File: config.mk
export PLATFORM = sky130hd
export DESIGN_NAME = addr_resolve
export DESIGN_NICKNAME = d
export VERILOG_FILES = /design/src/rtl/addr_resolve_pkg.sv /design/src/rtl/addr_resolve_ctrl.sv /design/src/rtl/addr_resolve_dp.sv /design/src/rtl/addr_resolve.sv
export SDC_FILE = /design/constraint.sdc
export NUM_CORES = 1
export LEC_CHECK = 0
export BUFFER_PORTS_ARGS = -buffer_cell sky130_fd_sc_hd__buf_2
export CAP_MARGIN = 25
export CELL_PAD_IN_SITES_DETAIL_PLACEMENT = 2
export CELL_PAD_IN_SITES_GLOBAL_PLACEMENT = 2
export CORE_ASPECT_RATIO = 1.2
export CORE_MARGIN = 4
export CORE_UTILIZATION = 30
export CTS_CLUSTER_DIAMETER = 80
export CTS_CLUSTER_SIZE = 8
export DETAILED_ROUTE_END_ITERATION = 12
export PLACE_DENSITY_LB_ADDON = 0.1
export RECOVER_POWER = 50
export SLEW_MARGIN = 15
export SYNTH_ARGS = -nofsm -noshare
export SYNTH_HDL_FRONTEND = slang
export SYNTH_SLANG_ARGS = --single-unit
File: constraint.sdc
create_clock -name clk -period 3.45 [get_ports clk]
set_clock_uncertainty 0.15 [all_clocks]
set_input_delay 0.1725 -clock clk [delete_from_list [all_inputs] [get_ports clk]]
set_output_delay 0.1725 -clock clk [all_outputs]
set_load 0.01 [all_outputs]
File: src/rtl/addr_resolve_pkg.sv
package addr_resolve_pkg;

  localparam int CYC_W = 3;

  typedef enum logic [3:0] {
    AM_ZP   = 4'd0,
    AM_ZPX  = 4'd1,
    AM_ZPY  = 4'd2,
    AM_ABS  = 4'd3,
    AM_ABSX = 4'd4,
    AM_ABSY = 4'd5,
    AM_INDX = 4'd6,
    AM_INDY = 4'd7,
    AM_REL  = 4'd8
  } amode_t;

  // strobes from control to datapath
  typedef struct packed {
    logic load;    // accept operands
    logic capLo;   // capture pointer low byte
    logic selHi;   // request pointer high byte
    logic finDir;  // finish a direct mode
    logic finPtr;  // finish a pointer mode
  } ar_strobe_t;

endpackage

File: src/rtl/addr_resolve_ctrl.sv
module addr_resolve_ctrl
  import addr_resolve_pkg::*;
(
  input  logic       clk,
  input  logic       rst_n,
  input  logic       start,
  input  logic [3:0] mode,
  input  logic       ptrValid,
  output ar_strobe_t stb,
  output logic       ptrReq,
  output logic       busy
);

  typedef enum logic [1:0] {S_IDLE, S_PLO, S_PHI} st_t;
  st_t state, nextState;

  amode_t modeIn;
  logic   isPtr;

  assign modeIn = amode_t'(mode);
  assign isPtr  = (modeIn == AM_INDX) || (modeIn == AM_INDY);

  always_comb begin
    stb       = '0;
    nextState = state;
    case (state)
      S_IDLE: if (start) begin
        stb.load   = 1'b1;
        stb.finDir = !isPtr;
        if (isPtr) nextState = S_PLO;
      end
      S_PLO: if (ptrValid) begin
        stb.capLo = 1'b1;
        nextState = S_PHI;
      end
      S_PHI: begin
        stb.selHi = 1'b1;
        if (ptrValid) begin
          stb.finPtr = 1'b1;
          nextState  = S_IDLE;
        end
      end
      default: nextState = S_IDLE;
    endcase
  end

  always_ff @(posedge clk or negedge rst_n) begin
    if (!rst_n) state <= S_IDLE;
    else        state <= nextState;
  end

  assign ptrReq = (state != S_IDLE);
  assign busy   = (state != S_IDLE);

endmodule

File: src/rtl/addr_resolve_dp.sv
module addr_resolve_dp
  import addr_resolve_pkg::*;
#(
  parameter int BYTE_W = 8,
  parameter int ADDR_W = 2 * BYTE_W
) (
  input  logic              clk,
  input  logic              rst_n,
  input  ar_strobe_t        stb,
  input  logic [3:0]        mode,
  input  logic              isRead,
  input  logic [BYTE_W-1:0] opLo,
  input  logic [BYTE_W-1:0] opHi,
  input  logic [BYTE_W-1:0] xIdx,
  input  logic [BYTE_W-1:0] yIdx,
  input  logic [ADDR_W-1:0] pc,
  input  logic              taken,
  input  logic [BYTE_W-1:0] ptrData,
  output logic [BYTE_W-1:0] ptrAddr,
  output logic [ADDR_W-1:0] effAddr,
  output logic              done,
  output logic              pagePenalty,
  output logic [CYC_W-1:0]  branchCycles
);

  localparam int PG = BYTE_W;  // lowest bit of the page number

  amode_t            modeIn, modeQ;
  logic              rdQ;
  logic [BYTE_W-1:0] yQ, baseQ, loQ;

  logic [BYTE_W-1:0] idxSel, zpSum;
  logic [ADDR_W-1:0] absBase, absSum, offExt, brTgt, dirAddr;
  logic              dirPen;
  logic [CYC_W-1:0]  dirCyc;
  logic [ADDR_W-1:0] ptrBase, ptrSum;
  logic              ptrPen;

  assign modeIn = amode_t'(mode);

  // direct modes, resolved from the live inputs at start
  always_comb begin
    idxSel  = (modeIn == AM_ZPY || modeIn == AM_ABSY) ? yIdx : xIdx;
    zpSum   = opLo + idxSel;
    absBase = {opHi, opLo};
    absSum  = absBase + ADDR_W'(idxSel);
    offExt  = {{BYTE_W{opLo[BYTE_W-1]}}, opLo};
    brTgt   = pc + offExt;
    dirAddr = absBase;
    dirPen  = 1'b0;
    dirCyc  = '0;
    case (modeIn)
      AM_ZP:            dirAddr = {{BYTE_W{1'b0}}, opLo};
      AM_ZPX, AM_ZPY:   dirAddr = {{BYTE_W{1'b0}}, zpSum};
      AM_ABS:           dirAddr = absBase;
      AM_ABSX, AM_ABSY: begin
        dirAddr = absSum;
        dirPen  = isRead && (absBase[PG] != absSum[PG]);
      end
      AM_REL: begin
        dirAddr = taken ? brTgt : pc;
        dirCyc  = taken ? (CYC_W'(3) + CYC_W'(brTgt[PG] ^ pc[PG])) : CYC_W'(2);
      end
      default: dirAddr = absBase;
    endcase
  end

  // pointer modes, resolved when the high byte arrives
  always_comb begin
    ptrBase = {ptrData, loQ};
    ptrSum  = ptrBase + ((modeQ == AM_INDY) ? ADDR_W'(yQ) : '0);
    ptrPen  = rdQ && (modeQ == AM_INDY) && (ptrBase[PG] != ptrSum[PG]);
  end

  assign ptrAddr = stb.selHi ? baseQ + BYTE_W'(1) : baseQ;

  always_ff @(posedge clk or negedge rst_n) begin
    if (!rst_n) begin
      modeQ <= AM_ZP;
      rdQ   <= 1'b0;
      yQ    <= '0;
      baseQ <= '0;
      loQ   <= '0;
    end else begin
      if (stb.load) begin
        modeQ <= modeIn;
        rdQ   <= isRead;
        yQ    <= yIdx;
        baseQ <= (modeIn == AM_INDX) ? zpSum : opLo;
      end
      if (stb.capLo) loQ <= ptrData;
    end
  end

  always_ff @(posedge clk or negedge rst_n) begin
    if (!rst_n) begin
      effAddr      <= '0;
      done         <= 1'b0;
      pagePenalty  <= 1'b0;
      branchCycles <= '0;
    end else begin
      done <= stb.finDir | stb.finPtr;
      if (stb.finDir) begin
        effAddr      <= dirAddr;
        pagePenalty  <= dirPen;
        branchCycles <= dirCyc;
      end else if (stb.finPtr) begin
        effAddr      <= ptrSum;
        pagePenalty  <= ptrPen;
        branchCycles <= '0;
      end
    end
  end

endmodule

File: src/rtl/addr_resolve.sv
module addr_resolve
  import addr_resolve_pkg::*;
#(
  parameter int BYTE_W = 8,
  parameter int ADDR_W = 2 * BYTE_W
) (
  input  logic              clk,
  input  logic              rst_n,
  input  logic              start,
  input  logic [3:0]        mode,
  input  logic              isRead,
  input  logic [BYTE_W-1:0] opLo,
  input  logic [BYTE_W-1:0] opHi,
  input  logic [BYTE_W-1:0] xIdx,
  input  logic [BYTE_W-1:0] yIdx,
  input  logic [ADDR_W-1:0] pc,
  input  logic              taken,
  output logic              ptrReq,
  output logic [BYTE_W-1:0] ptrAddr,
  input  logic              ptrValid,
  input  logic [BYTE_W-1:0] ptrData,
  output logic [ADDR_W-1:0] effAddr,
  output logic              done,
  output logic              pagePenalty,
  output logic [CYC_W-1:0]  branchCycles
);

  ar_strobe_t stb;
  logic       busy;

  addr_resolve_ctrl u_ctrl (
    .clk      (clk),
    .rst_n    (rst_n),
    .start    (start),
    .mode     (mode),
    .ptrValid (ptrValid),
    .stb      (stb),
    .ptrReq   (ptrReq),
    .busy     (busy)
  );

  addr_resolve_dp #(.BYTE_W(BYTE_W), .ADDR_W(ADDR_W)) u_dp (
    .clk          (clk),
    .rst_n        (rst_n),
    .stb          (stb),
    .mode         (mode),
    .isRead       (isRead),
    .opLo         (opLo),
    .opHi         (opHi),
    .xIdx         (xIdx),
    .yIdx         (yIdx),
    .pc           (pc),
    .taken        (taken),
    .ptrData      (ptrData),
    .ptrAddr      (ptrAddr),
    .effAddr      (effAddr),
    .done         (done),
    .pagePenalty  (pagePenalty),
    .branchCycles (branchCycles)
  );

endmodule

---- After elaboration in Yosys (flattened, before gate mapping) ----
Cells that the tools add are included.
storage, ports and cells
  bits in registers ....................... 52
cells by class
  multiplexer cells ....................... 28
  $add $sub $neg .......................... 6
  bitwise gates (word level) .............. 2
  eq/ne operators ......................... 16
  reductions and logical operators ........ 13
operators by type and width
  cell                                                 number
  one-hot mux 16 bit (4 select lines)                  1
  two-way mux 16 bit                                   3
  adder 16 bit                                         2
  two-way mux 8 bit                                    4
  equality test 4 x 3 -> 1 bit, second input constant  5
  adder 16 x 8 -> 16 bit                               1
  two-way mux 3 bit                                    4
  two-way mux 1 bit                                    11
  adder 8 x 1 -> 8 bit, second input constant          1
  adder 8 bit                                          1
  two-way mux 2 bit                                    4
  inequality test 2 bit, second input constant         3
  one-hot mux 2 bit (3 select lines)                   1
  equality test 4 x 1 -> 1 bit, second input constant  1
  equality test 4 x 2 -> 1 bit, second input constant  1
  equality test 4 bit, second input constant           1
  zero test 4 bit                                      1
  AND reduction 4 bit                                  1
  nonzero test 2 bit                                   2
  OR reduction 2 bit                                   2
  adder 2 x 3 -> 3 bit, first input constant           1
  logical AND 1 bit                                    3
  equality test 2 x 1 -> 1 bit, second input constant  1
  equality test 2 bit, second input constant           1
  other kinds (7)                                      9

---- Logic depth before layout (Yosys ltp) ----
Gate-level depths: netlist of run 1.
  depth after elaboration ................. 8
  depth in mapped cells ................... 13

---- Hierarchy ----
Synthesis of run 1 repeated with hierarchy kept, for this count alone.
second synthesis, totals
  cell total of the unflattened synthesis .. 562
  area, all modules ....................... 4870.9 um2
by module, submodules not included
  module             instances  cells an instance  area each (um2)  seq. area each (um2)
  addr_resolve_dp    1          546                4727.0           1251.2
  addr_resolve_ctrl  1          16                 143.9            50.0

---- Least setup slack after synthesis of run 1 ----
Ideal clock, no wire load.
  path kind ............................... reg-to-reg
  start ................................... register u_dp.modeQ[1]
  end ..................................... register u_dp.effAddr[12]
  data arrival time ....................... 2981 ps
  cell stages (with the launch flop) ...... 13
  data required time ...................... 3196 ps
  clock period less this slack ............ 3234 ps
  setup slack ............................. 216 ps
  cell sequence ........................... dfrtp_1 -> and4b_1 -> clkbuf_1 -> and2_1 -> ha_1 -> fa_1 -> a21o_1 -> a211o_1 -> a2111o_1 -> nor2b_4 -> and3_4 -> xnor2_2 -> a221oi_1
between the ends
  word-level cells in the longest chain between the ends .. 5
ends and longest elaborated chain
  element                       RTL line                RTL
  from (decl)                   addr_resolve_dp.sv:28   amode_t modeIn, modeQ;
  from (signal assigned)        addr_resolve_dp.sv:86   modeQ <= modeIn;
  equality test 4 x 3 -> 1 bit  addr_resolve_dp.sv:71   ptrSum = ptrBase + ((modeQ == AM_INDY) ? ADDR_W'(yQ) : '0);
  two-way mux 8 bit             addr_resolve_dp.sv:71
  adder 16 bit                  addr_resolve_dp.sv:71
  two-way mux 16 bit            addr_resolve_dp.sv:107  end else if (stb.finPtr) begin
  two-way mux 16 bit            addr_resolve_dp.sv:103  if (stb.finDir) begin
  to (signal assigned)          addr_resolve_dp.sv:104  effAddr <= dirAddr;
  to (signal assigned)          addr_resolve_dp.sv:108  effAddr <= ptrSum;
  to (decl)                     addr_resolve_dp.sv:20   output logic [ADDR_W-1:0] effAddr,
Every way passes these cells. The select of a mux whose other input is x is not followed.
A chain may end at the register's enable or synchronous reset.

---- Worst setup path after layout of run 1 ----
Same ends and word-level chain as after synthesis.

==> metrics.cfg, run 1 <==
[run_status]
status = finished with violations
violations = max-capacitance violations, max-slew violations

[routing]
ant_nets = 0
routedWlPerCell_um = 22.3
dr.pass1.iters = 4
vias = 4747
via_per_inst = 5.50
wl_um = 19200
drt_iter0_drc = 200
route.detailed.drc = 0

[logic_synthesis]
synth_nets = 647
yosysTopAreaCell = dfrtp_1
synth_common_cells = 86 x nand2_1, 52 x dfrtp_1, 35 x nor2_1, 34 x ha_1, 32 x o21ai_0
avgSynthCellArea_um2 = 8.63
async_flop_share_pct = 100
yosys_warnings = 0
synth_edf_count = 0
yosysSeqAreaShare_pct = 27.7
yosys_most_used_dff = dfrtp_1
yosys-top-cells-area = dfrtp_1 28%, ha_1 9.1%, nand2_1 6.9%
yosysMostFrequentCell = nand2_1
synth_cell_type_count = 76
synth_top_area_share_pct = 27.7
syn_area_um2 = 4690
ys_ff_latch = 52
syn_inst = 544

[power]
power_switching_mw = 0.915
p_leak_nw = 2.56
p_per_area_nw_per_um2 = 404
power_mw = 2.31
peakVddDrop_mv = 0.187
seqPwrFrac_pct = 36.8
comb_power_share_pct = 40.6
switching_share_pct = 39.6
power_frac_clock_pct = 22.6
p_int_mw = 1.39

[worst_setup_path]
path_max_fanout = 3
crit_chain = and4b_1 > and2_1 > ha_1 > fa_2 > a21o_1 > a211o_1 > a2111o_1 > nor2b_4 > and3_4 > xnor2_2 > a221oi_1
crit_arrival_ns = 3.33
crit_path_end_kind = flop
critPathTopFamily = compound AO/OA/AOI/OAI gates
cp-startpoint = u_dp.modeQ[1]$_DFFE_PN0P_
r2r_start = u_dp.modeQ[1]$_DFFE_PN0P_
cp.buffers_inverters = 0
crit_required_ns = 3.50
criticalPathCategory = flop to flop
critPathLaunchType = flop
cp_slowest_cell = a2111o_1
critPathMaxStageDelay_ns = 0.46

[global_route]
grt_pass1_vias = 5239
antenna_found_initial = 0
grt-ovfl-total = 0
grt_max_degree = 36
grt_usage_pct = 21.9
grt_pass1_wl_um = 30500

[sta]
maxSlewViolCount = 36
grt_setup_unrepaired = false
relSlewSlack_pct = -42.7
finalCritPeriodShare_pct = 95.0
fin_tns_setup_ns = 0
hold_violations = 0
tightest_slew_ns = 2.14
min_period_ns = 3.28
fmax_mhz = 305
setup_viol = 0

[floorplan]
die_h_um = 145
dieArea_um2 = 17700
core_region_area_um2 = 15100
start_util_pct = 31.0
ioPinCount = 96
fp.dieW_um = 122
num_rows = 49

[hold_path]
holdCritStartpoint = ptrData[5]
hp-class = primary input to flop

[layout]
drive_above_1_share_pct = 20.9
area_growth_pct = 21.8
layout.nets = 762
final_core_util_pct = 37.7
n_antenna_cell = 0

[clocking]
clock_path_buffers = 2
numCtsBuffers = 5
cts_tree = yes
post-cts-setup-buffers = 0
clock-sinks = 52
cts-root-buf = clkbuf_16
htreeDepth = 2
path_clk_slew_ns = 0.08
clkLatencyLatePin_ns = 0.30

[place]
dpl.hpwl_um = 15700
gp_congestion = 0.887
io_buffers = 95

[flow_run]
drv_cap = 1

flip-flops by register name, indices dropped and copies added, names as in the netlist:
signal / cells
u_dp.baseQ: 8
u_ctrl.state: 2
u_dp.pagePenalty: 1
u_dp.branchCycles: 3
u_dp.modeQ: 4
u_dp.loQ: 8
u_dp.yQ: 8
u_dp.effAddr: 16
u_dp.rdQ: 1
u_dp.done: 1
per-stage QoR:
stage,hold slack [ns],setup slack [ns],instances,cell area [um2]
after global routing,0.00537,0.0593,863,5720
after CTS,0.00491,0.0945,863,5740
after floorplan,-0.273,0.216,544,4690
after detailed placement,0.184,0.0612,844,5480
after global placement,0.172,0.219,844,5480
final,0.00345,0.172,863,5720
worst reg2reg max path: stages, from the launching register on:
cell	delay (ns)
dfrtp_1	0.38
and4b_1	0.22
and2_1	0.16
ha_1	0.23
fa_2	0.37
a21o_1	0.18
a211o_1	0.31
a2111o_1	0.46
nor2b_4	0.16
and3_4	0.19
xnor2_2	0.12
a221oi_1	0.26
per-layer routing:
layer | vias to the layer above | track usage [%] | wire length [um]
li1 | 2258 | - | -
met1 | 2398 | 29.7 | 8870
met2 | 82 | 38.4 | 9720
met3 | 9 | 1.83 | 469
met4 | 0 | 3.42 | 151
met5 | - | 0 | 0
path summary, 6_finish.rpt:
path / endpoint / slack, ns / depth (start not counted)
worst max-delay path: u_dp.effAddr[12]$_DFFE_PN0P_ / 0.17 / 11
worst min register to register: u_ctrl.state[0]$_DFFE_PN0P_ / 0.33 / 1
min in group asynchronous: u_dp.yQ[2]$_DFFE_PN0P_ / 0.88 / 2
max in group asynchronous: u_dp.effAddr[14]$_DFFE_PN0P_ / 1.03 / 2
worst min-delay path: u_dp.loQ[5]$_DFFE_PN0P_ / 0.003 / 2
worst max register to register: u_dp.effAddr[12]$_DFFE_PN0P_ / 0.17 / 11
cells in the final DEF (no fill, tap or decap), types with 5 or more instances in the layout:
cell type	count
a211oi_1	15
a21o_1	13
a21oi_1	28
a221oi_1	9
a31oi_1	7
and2_1	9
and3_1	7
buf_2	72
buf_4	17
clkbuf_1	23
clkbuf_16	5
dfrtp_1	52
dlygate4sd3_1	12
ha_1	34
inv_1	8
mux2_2	20
mux2i_1	11
nand2_1	86
nand3_1	8
nand4b_1	5
nor2_1	35
nor3_1	9
o211ai_1	5
o21a_1	6
o21ai_0	32
xnor2_1	21
xor2_1	13
power by group through the flow:
stage / clock (mW) / combinational [mW] / sequential (mW)
2_1_floorplan: 0 / 0.560 / 0.833
3_3_place_gp: 0 / 0.909 / 0.854
3_5_place_dp: 0 / 0.938 / 0.860
4_1_cts: 0.522 / 0.957 / 0.850
5_1_grt: 0.555 / 1.04 / 0.863
6_report: 0.522 / 0.936 / 0.850
final cells by class:
cell class                 count  area, um2
clock inverter                 2       12.5
fill                        1796       9430
tap                          204        255
timing repair buffer         124        694
inverter                       8       30.0
clock buffer                   5        125
sequential                    52       1300
multi-input combinational    468       3300
logic make-up (layout without fill, tap and decap cells):
kind of cell | after synthesis | in the layout | synth area share (%)
AOI/OAI and AO/OA | 161 | 161 | 23.8
xor gates and xnor gates | 35 | 35 | 6.69
adders and majority gates | 37 | 37 | 10.3
buffers and inverters | 24 | 139 | 2.05
DFF | 52 | 52 | 27.7
muxes | 32 | 32 | 7.47
and+or+nand+nor | 203 | 203 | 21.9
repair_timing:
| item | in CTS | in global routing |
|---|---|---|
| hold buffers | 12 | 0 |
| endpoints found under the hold margin | 45 | 0 |
| gates resized for setup | 0 | 1 |
| setup endpoints to repair | 0 | 1 |
Note: power is estimated with default switching activity, not from simulation.
==> run 2: changes to the inputs <==
--- a/config.mk
+++ b/config.mk
@@ -17,6 +17,7 @@
 export DETAILED_ROUTE_END_ITERATION = 12
 export PLACE_DENSITY_LB_ADDON = 0.1
 export RECOVER_POWER = 50
+export SKIP_LAST_GASP = 1
 export SLEW_MARGIN = 15
 export SYNTH_ARGS = -nofsm -noshare
 export SYNTH_HDL_FRONTEND = slang
==> constraint.sdc (replaced) <==
create_clock -name clk -period 2.7 [get_ports clk]
set_clock_uncertainty 0.15 [all_clocks]
set_input_delay 0.135 -clock clk [delete_from_list [all_inputs] [get_ports clk]]
set_output_delay 0.135 -clock clk [all_outputs]
set_load 0.01 [all_outputs]
==> run 2 against run 1 <==
The flow finishes with violations (negative setup slack). Critical path depth stayed put. First-iteration DRC count up 26%. Clock power up 62%. Maximum frequency up 5.0%. Final area is 20% higher. Die area unchanged. Critical path type unchanged. Highest routed layer unchanged.
==> metrics.cfg, run 2 (synthesized netlist as in run 1, its figures left out) <==
[routing]
via_per_inst = 5.53  ; +0.45%
routedWlPerCell_um = 24.2  ; +8.9%
drt_iter0_drc = 252  ; +26%
dr.pass1.iters = 4  ; unchanged
route.detailed.drc = 0  ; unchanged
vias = 5238  ; +10%
ant_nets = 0  ; unchanged
wl_um = 23000  ; +20%

[worst_setup_path]
cp-startpoint = u_dp.modeQ[2]$_DFFE_PN0P_
critPathLaunchType = flop
crit_required_ns = 2.76  ; -0.74 ns
crit_path_end_kind = flop
crit_arrival_ns = 3.18  ; -0.15 ns
criticalPathCategory = flop to flop
r2r_start = u_dp.modeQ[2]$_DFFE_PN0P_
path_max_fanout = 3  ; unchanged

[clocking]
clkLatencyLatePin_ns = 0.30  ; about the same
clock-sinks = 52  ; unchanged
clock_path_buffers = 2  ; unchanged
path_clk_slew_ns = 0.08  ; about the same
cts-root-buf = clkbuf_16
numCtsBuffers = 5  ; unchanged
htreeDepth = 2  ; unchanged
cts_tree = yes

[sta]
hold_violations = 0  ; unchanged
maxSlewViolCount = 0  ; -100%
setup_viol = 14  ; +14
finalCritPeriodShare_pct = 116  ; +21 points
relSlewSlack_pct = 8.30  ; +51 points
fin_hold_ws_ns = 0.0132  ; +0.00975 ns
fmax_mhz = 320  ; +5.0%
tightest_slew_ns = 1.38  ; -0.765 ns
min_period_ns = 3.12  ; -0.157 ns
fin_ws_ns = -0.421  ; -0.593 ns
grt_setup_unrepaired = true

[run_status]
violations = negative setup slack
status = finished with violations

[place]
place_area_um2 = 5990  ; +9.1%
io_buffers = 95  ; unchanged
gp_congestion = 0.915  ; +3.2%
dpl.hpwl_um = 16600  ; +6.2%
dp_worst_setup_slack_ns = -0.494  ; -0.555 ns

[global_route]
grt-busiest-layer = met2
use_met2_pct = 44.8  ; +6.4 points
grt_usage_pct = 24.5  ; +2.6 points
antenna_found_initial = 0  ; unchanged
grtUsageMet3_pct = 1.95  ; +0.12 points
grt_pass1_wl_um = 34100  ; +12%
grt_max_degree = 35  ; -2.8%
grt-ovfl-total = 0  ; unchanged
grt_util_met1_pct = 31.3  ; +1.6 points
grt_pass1_vias = 5914  ; +13%

[layout]
most-common-layout-cells = 87 x buf_4, 85 x nand2_1, 69 x buf_2, 52 x dfrtp_1, 33 x nor2_1
largest_reg_flops = 16  ; unchanged
final_area_um2 = 6870  ; +20%
layout.nets = 847  ; +11%
largest_register = u_dp.effAddr
n_antenna_cell = 0  ; unchanged
layout_commonest_cell = buf_4
drive_above_1_share_pct = 36.6  ; +16 points
final_core_util_pct = 45.3  ; +7.6 points
area_growth_pct = 46.3

[power]
p_int_mw = 2.23  ; +60%
switching_share_pct = 37.9  ; -1.8 points
comb_power_share_pct = 45.8  ; +5.2 points
power_switching_mw = 1.36  ; +48%
power_mw = 3.58  ; +55%
seqPwrFrac_pct = 30.5  ; -6.3 points
peakVddDrop_mv = 0.239  ; +28%
p_leak_nw = 3.10  ; +21%
p_per_area_nw_per_um2 = 522  ; +29%
power_frac_clock_pct = 23.7  ; +1.1 points

[floorplan]
fp.dieW_um = 122  ; unchanged
dieArea_um2 = 17700  ; unchanged
num_rows = 49  ; unchanged
start_util_pct = 31.0  ; unchanged
die_h_um = 145  ; unchanged
core_region_area_um2 = 15100  ; unchanged
ioPinCount = 96  ; unchanged

[hold_path]
hp-class = primary input to flop
holdCritStartpoint = ptrData[2]

[flow_run]
drv_cap = 0  ; -1

## run 2: cell count changes in the layout (fill, tap and decap cells not counted), sizes merged
cell / before / now
dlygate4sd3: 12 / 14
bufinv: 0 / 2
clkbuf: 28 / 30
clkinvlp: 1 / 0
buf: 89 / 170
clkinv: 1 / 0
## run 2: per-stage QoR
step	setup TNS [ns]	instances
after CTS	-2.39	935
after floorplan	-1.43	544
after global placement	-4.10	899
final	-3.38	948
after global routing	-5.23	948
after detailed placement	-5.81	899
## run 2: layout make-up
cell class	instances	area, um2
Multi-Input combinational cell	468	3700
Timing Repair Buffer	209	1400
Inverter	8	30.0
Clock buffer	5	125
Clock inverter	2	60.1
Tap cell	204	255
Fill cell	1673	8280
Sequential cell	52	1300
## run 2: what timing repair did
action                     CTS  global route
hold endpoints to repair    31             0
resized for setup           48            29
hold buffers                14             0
buffers inserted            16            15
pin swaps                   31            29
setup endpoints to repair   13            17
## run 2: layer usage
metal,share of wire [%],vias up,wire [um]
met4,1.5,0,351
met3,2.4,22,556
li1,-,2416,-
met2,53,103,12200
met1,43,2697,9840
met5,0,-,0
## run 2: critical path, stage by stage (launching register included)
cell      delay, ns
dfrtp_1        0.40
and4b_2        0.28
buf_6          0.13
and2_4         0.16
fa_2           0.36
a21o_1         0.19
a211o_1        0.29
a2111o_1       0.40
nor2b_4        0.15
and3_4         0.16
xnor2_2        0.12
a221oi_2       0.24
## run 2: worst paths after layout
path | to | slack, ns | cells after the start
min in group asynchronous | u_dp.baseQ[0]$_DFFE_PN0P_ | 0.50 | 2
worst min-delay path | u_dp.loQ[2]$_DFFE_PN0P_ | 0.01 | 2
max in group asynchronous | u_dp.effAddr[11]$_DFFE_PN0P_ | 0.41 | 3
worst max-delay path | u_dp.effAddr[12]$_DFFE_PN0P_ | -0.42 | 11
worst min register to register | u_ctrl.state[0]$_DFFE_PN0P_ | 0.32 | 1
worst max register to register | u_dp.effAddr[12]$_DFFE_PN0P_ | -0.42 | 11
## run 2: power by group through the flow
stage	clock, mW	sequential, mW	combinational (mW)
floorplan	0	1.07	0.739
global placement	0	1.09	1.32
detailed placement	0	1.09	1.39
CTS	0.865	1.08	1.52
global route	0.890	1.11	1.77
finish	0.848	1.09	1.64
==> run 3: changes to the inputs <==
==> constraint.sdc (replaced) <==
create_clock -name clk -period 2.7 [get_ports clk]
set_clock_uncertainty 0.15 [all_clocks]
set_input_delay 0.405 -clock clk [delete_from_list [all_inputs] [get_ports clk]]
set_output_delay 0.405 -clock clk [all_outputs]
set_load 0.01 [all_outputs]
==> run 3 against run 2 <==
The flow still finishes with violations (negative setup slack). Non-clock buffer count rose by 11. Flip-flop and latch count did not move. Final area rose by 2.4%. Power rose by 1.5%. Die area did not move. Sequential power barely moved. Clock-buffer cell count rose by 1. First-iteration DRC count fell by 2.0%. Clock power fell by 5.1%. Global-route usage rose by 1.5 points. Via count rose by 2.4%. Setup slack got worse by 0.082 ns. Critical path type is now primary input to flop. Critical endpoint unchanged. Highest routed layer unchanged.
==> metrics.cfg, run 3 (synthesized netlist as in run 1, its figures left out) <==
[layout]
layout.nets = 858  ; +1.3%
largest_reg_flops = 16  ; unchanged
final_core_util_pct = 46.4  ; +1.1 points
drive_above_1_share_pct = 40.5  ; +3.9 points
n_antenna_cell = 0  ; unchanged
area_growth_pct = 49.8
nFillCells = 1684  ; +0.66%
layout_commonest_cell = buf_4
final_area_um2 = 7030  ; +2.4%
largest_register = u_dp.effAddr
most-common-layout-cells = 111 x buf_4, 83 x nand2_1, 70 x buf_2, 52 x dfrtp_1, 35 x nor2_1

[routing]
wl_um = 24700  ; +7.3%
route.detailed.drc = 0  ; unchanged
routedWlPerCell_um = 25.7  ; +5.9%
ant_nets = 0  ; unchanged
drt_iter0_drc = 247  ; -2.0%
vias = 5366  ; +2.4%
dr.pass1.iters = 5  ; +1
via_per_inst = 5.59  ; +1.2%

[clocking]
clock_path_buffers = 2  ; unchanged
cts_tree = yes
clock-sinks = 52  ; unchanged
htreeDepth = 2  ; unchanged
path_clk_slew_ns = 0.08  ; about the same
cts-root-buf = clkbuf_16
numCtsBuffers = 5  ; unchanged
clkLatencyLatePin_ns = 0.31  ; about the same

[hold_path]
holdCritStartpoint = yIdx[1]
hold_end = u_dp.yQ[1]$_DFFE_PN0P_
hp-class = primary input to flop
hold_depth = 3  ; +1

[worst_setup_path]
worstReg2RegEnd = u_dp.effAddr[12]$_DFFE_PN0P_
crit_arrival_ns = 3.26  ; +0.08 ns
cp.depth = 13  ; +2
criticalPathCategory = primary input to flop
critPathMaxStageDelay_ns = 0.37  ; -0.03 ns
reg2reg_depth = 11  ; unchanged
cp_slowest_cell = mux2_4
crit_chain = buf_6 > nand3b_1 > a21oi_4 > mux2_4 > ha_4 > fa_2 > a21o_1 > a21oi_2 > o211ai_1 > o311ai_4 > nand4b_1 > a31oi_1 > a221oi_2
critPathLaunchType = primary input
path_max_fanout = 6  ; +3
cp.buffers_inverters = 1  ; unchanged
crit_required_ns = 2.76  ; about the same
r2r_slack_ns = -0.44  ; -0.02 ns
critPathTopFamily = compound AO/OA/AOI/OAI gates
crit_path_end_kind = flop
r2r_start = u_dp.modeQ[0]$_DFFE_PN0P_

[global_route]
grt_usage_pct = 25.9  ; +1.5 points
grt-ovfl-total = 0  ; unchanged
grt_pass1_wl_um = 35700  ; +4.8%
grt_pass1_vias = 6025  ; +1.9%
grt_max_degree = 31  ; -11%
antenna_found_initial = 0  ; unchanged

[power]
power_mw = 3.64  ; +1.5%
p_leak_nw = 3.19  ; +2.8%
peakVddDrop_mv = 0.217  ; -8.9%
p_per_area_nw_per_um2 = 517  ; -0.87%

[floorplan]
start_util_pct = 31.0  ; unchanged
die_h_um = 145  ; unchanged
core_region_area_um2 = 15100  ; unchanged
fp.dieW_um = 122  ; unchanged
num_rows = 49  ; unchanged
dieArea_um2 = 17700  ; unchanged
ioPinCount = 96  ; unchanged

[sta]
fin_ws_ns = -0.503  ; -0.0823 ns
maxSlewViolCount = 0  ; unchanged
fmax_mhz = 312  ; -2.6%
setup_viol = 19  ; +5
tightest_slew_ns = 1.47  ; +0.0990 ns
finalCritPeriodShare_pct = 119  ; +3.0 points
min_period_ns = 3.20  ; +0.0823 ns
hold_violations = 0  ; unchanged
grt_setup_unrepaired = true
fin_tns_setup_ns = -7.13  ; -3.74 ns
relSlewSlack_pct = 1.70  ; -6.6 points

[place]
gp_congestion = 0.888  ; -3.0%
dp_worst_setup_slack_ns = -0.790  ; -0.297 ns
dpl.hpwl_um = 16800  ; +0.83%
io_buffers = 95  ; unchanged
place_area_um2 = 6200  ; +3.6%

[run_status]
status = finished with violations
violations = negative setup slack

[flow_run]
drv_cap = 0  ; unchanged

==> run 3: changes by cell type in the layout (fill, tap and decap cells not counted), sizes merged <==
| cell | change |
|---|---|
| clkbuf | +1 |
| bufinv | -1 |
| dlygate4sd3 | -13 |
| clkinv | +1 |
| buf | +24 |
==> run 3: worst max-delay path by stage <==
stage                                    from                           end  slack [ns]
floorplan                             mode[1]   u_dp.effAddr[8]$_DFFE_PN0P_       -0.48
global placement                      mode[1]   u_dp.effAddr[8]$_DFFE_PN0P_       -0.56
detailed placement                    mode[0]   u_dp.effAddr[8]$_DFFE_PN0P_       -0.79
CTS                 u_dp.modeQ[1]$_DFFE_PN0P_  u_dp.effAddr[12]$_DFFE_PN0P_       -0.48
global route                          mode[1]  u_dp.effAddr[12]$_DFFE_PN0P_       -0.61
finish                                mode[1]  u_dp.effAddr[12]$_DFFE_PN0P_       -0.50
==> run 3: area by class of cell <==
cell class	count	area (um2)	area share, %
sequential	52	1300	18.5
tap	204	255	3.63
clock inverter	2	38.8	0.552
multi-input combinational	468	3820	54.3
timing repair buffer	220	1450	20.6
inverter	8	30.0	0.427
clock buffer	6	139	1.98
==> run 3: per-layer routing <==
metal | part of all wire [%] | GRT usage [%]
met2 | 54 | 48.6
met4 | 3.1 | 5.88
met5 | 0 | 0
met3 | 3.3 | 2.88
met1 | 40 | 31.3
==> run 3: what timing repair did <==
action                                  4_1_cts  5_1_grt
hold endpoints to repair                     20        0
setup buffers                                20       10
hold buffers                                  1        0
gates resized for setup                      73       26
endpoints found under the setup margin       18       24
pin swaps                                    44       26
==> run 3: worst min-delay path, cell delays in order <==
cell     delay, ns
buf_2         0.11
nand2_1       0.05
nand2_1       0.05
==> run 3: where the power goes <==
| part | switching [mW] | leakage (nW) | internal (mW) | total, mW |
|---|---|---|---|---|
| Combinational | 0.930 | 2.47 | 0.796 | 1.73 |
| Sequential | 0.166 | 0.635 | 0.939 | 1.11 |
| Clock | 0.338 | 0.0871 | 0.466 | 0.805 |
==> run 3: through the flow <==
| stage | cells | hold slack, ns |
|---|---|---|
| after floorplan | 544 | -0.0406 |
| after global placement | 928 | 0.290 |
| after detailed placement | 928 | 0.313 |
| after CTS | 955 | 0.184 |
| after global routing | 960 | 0.193 |
| final | 960 | 0.183 |
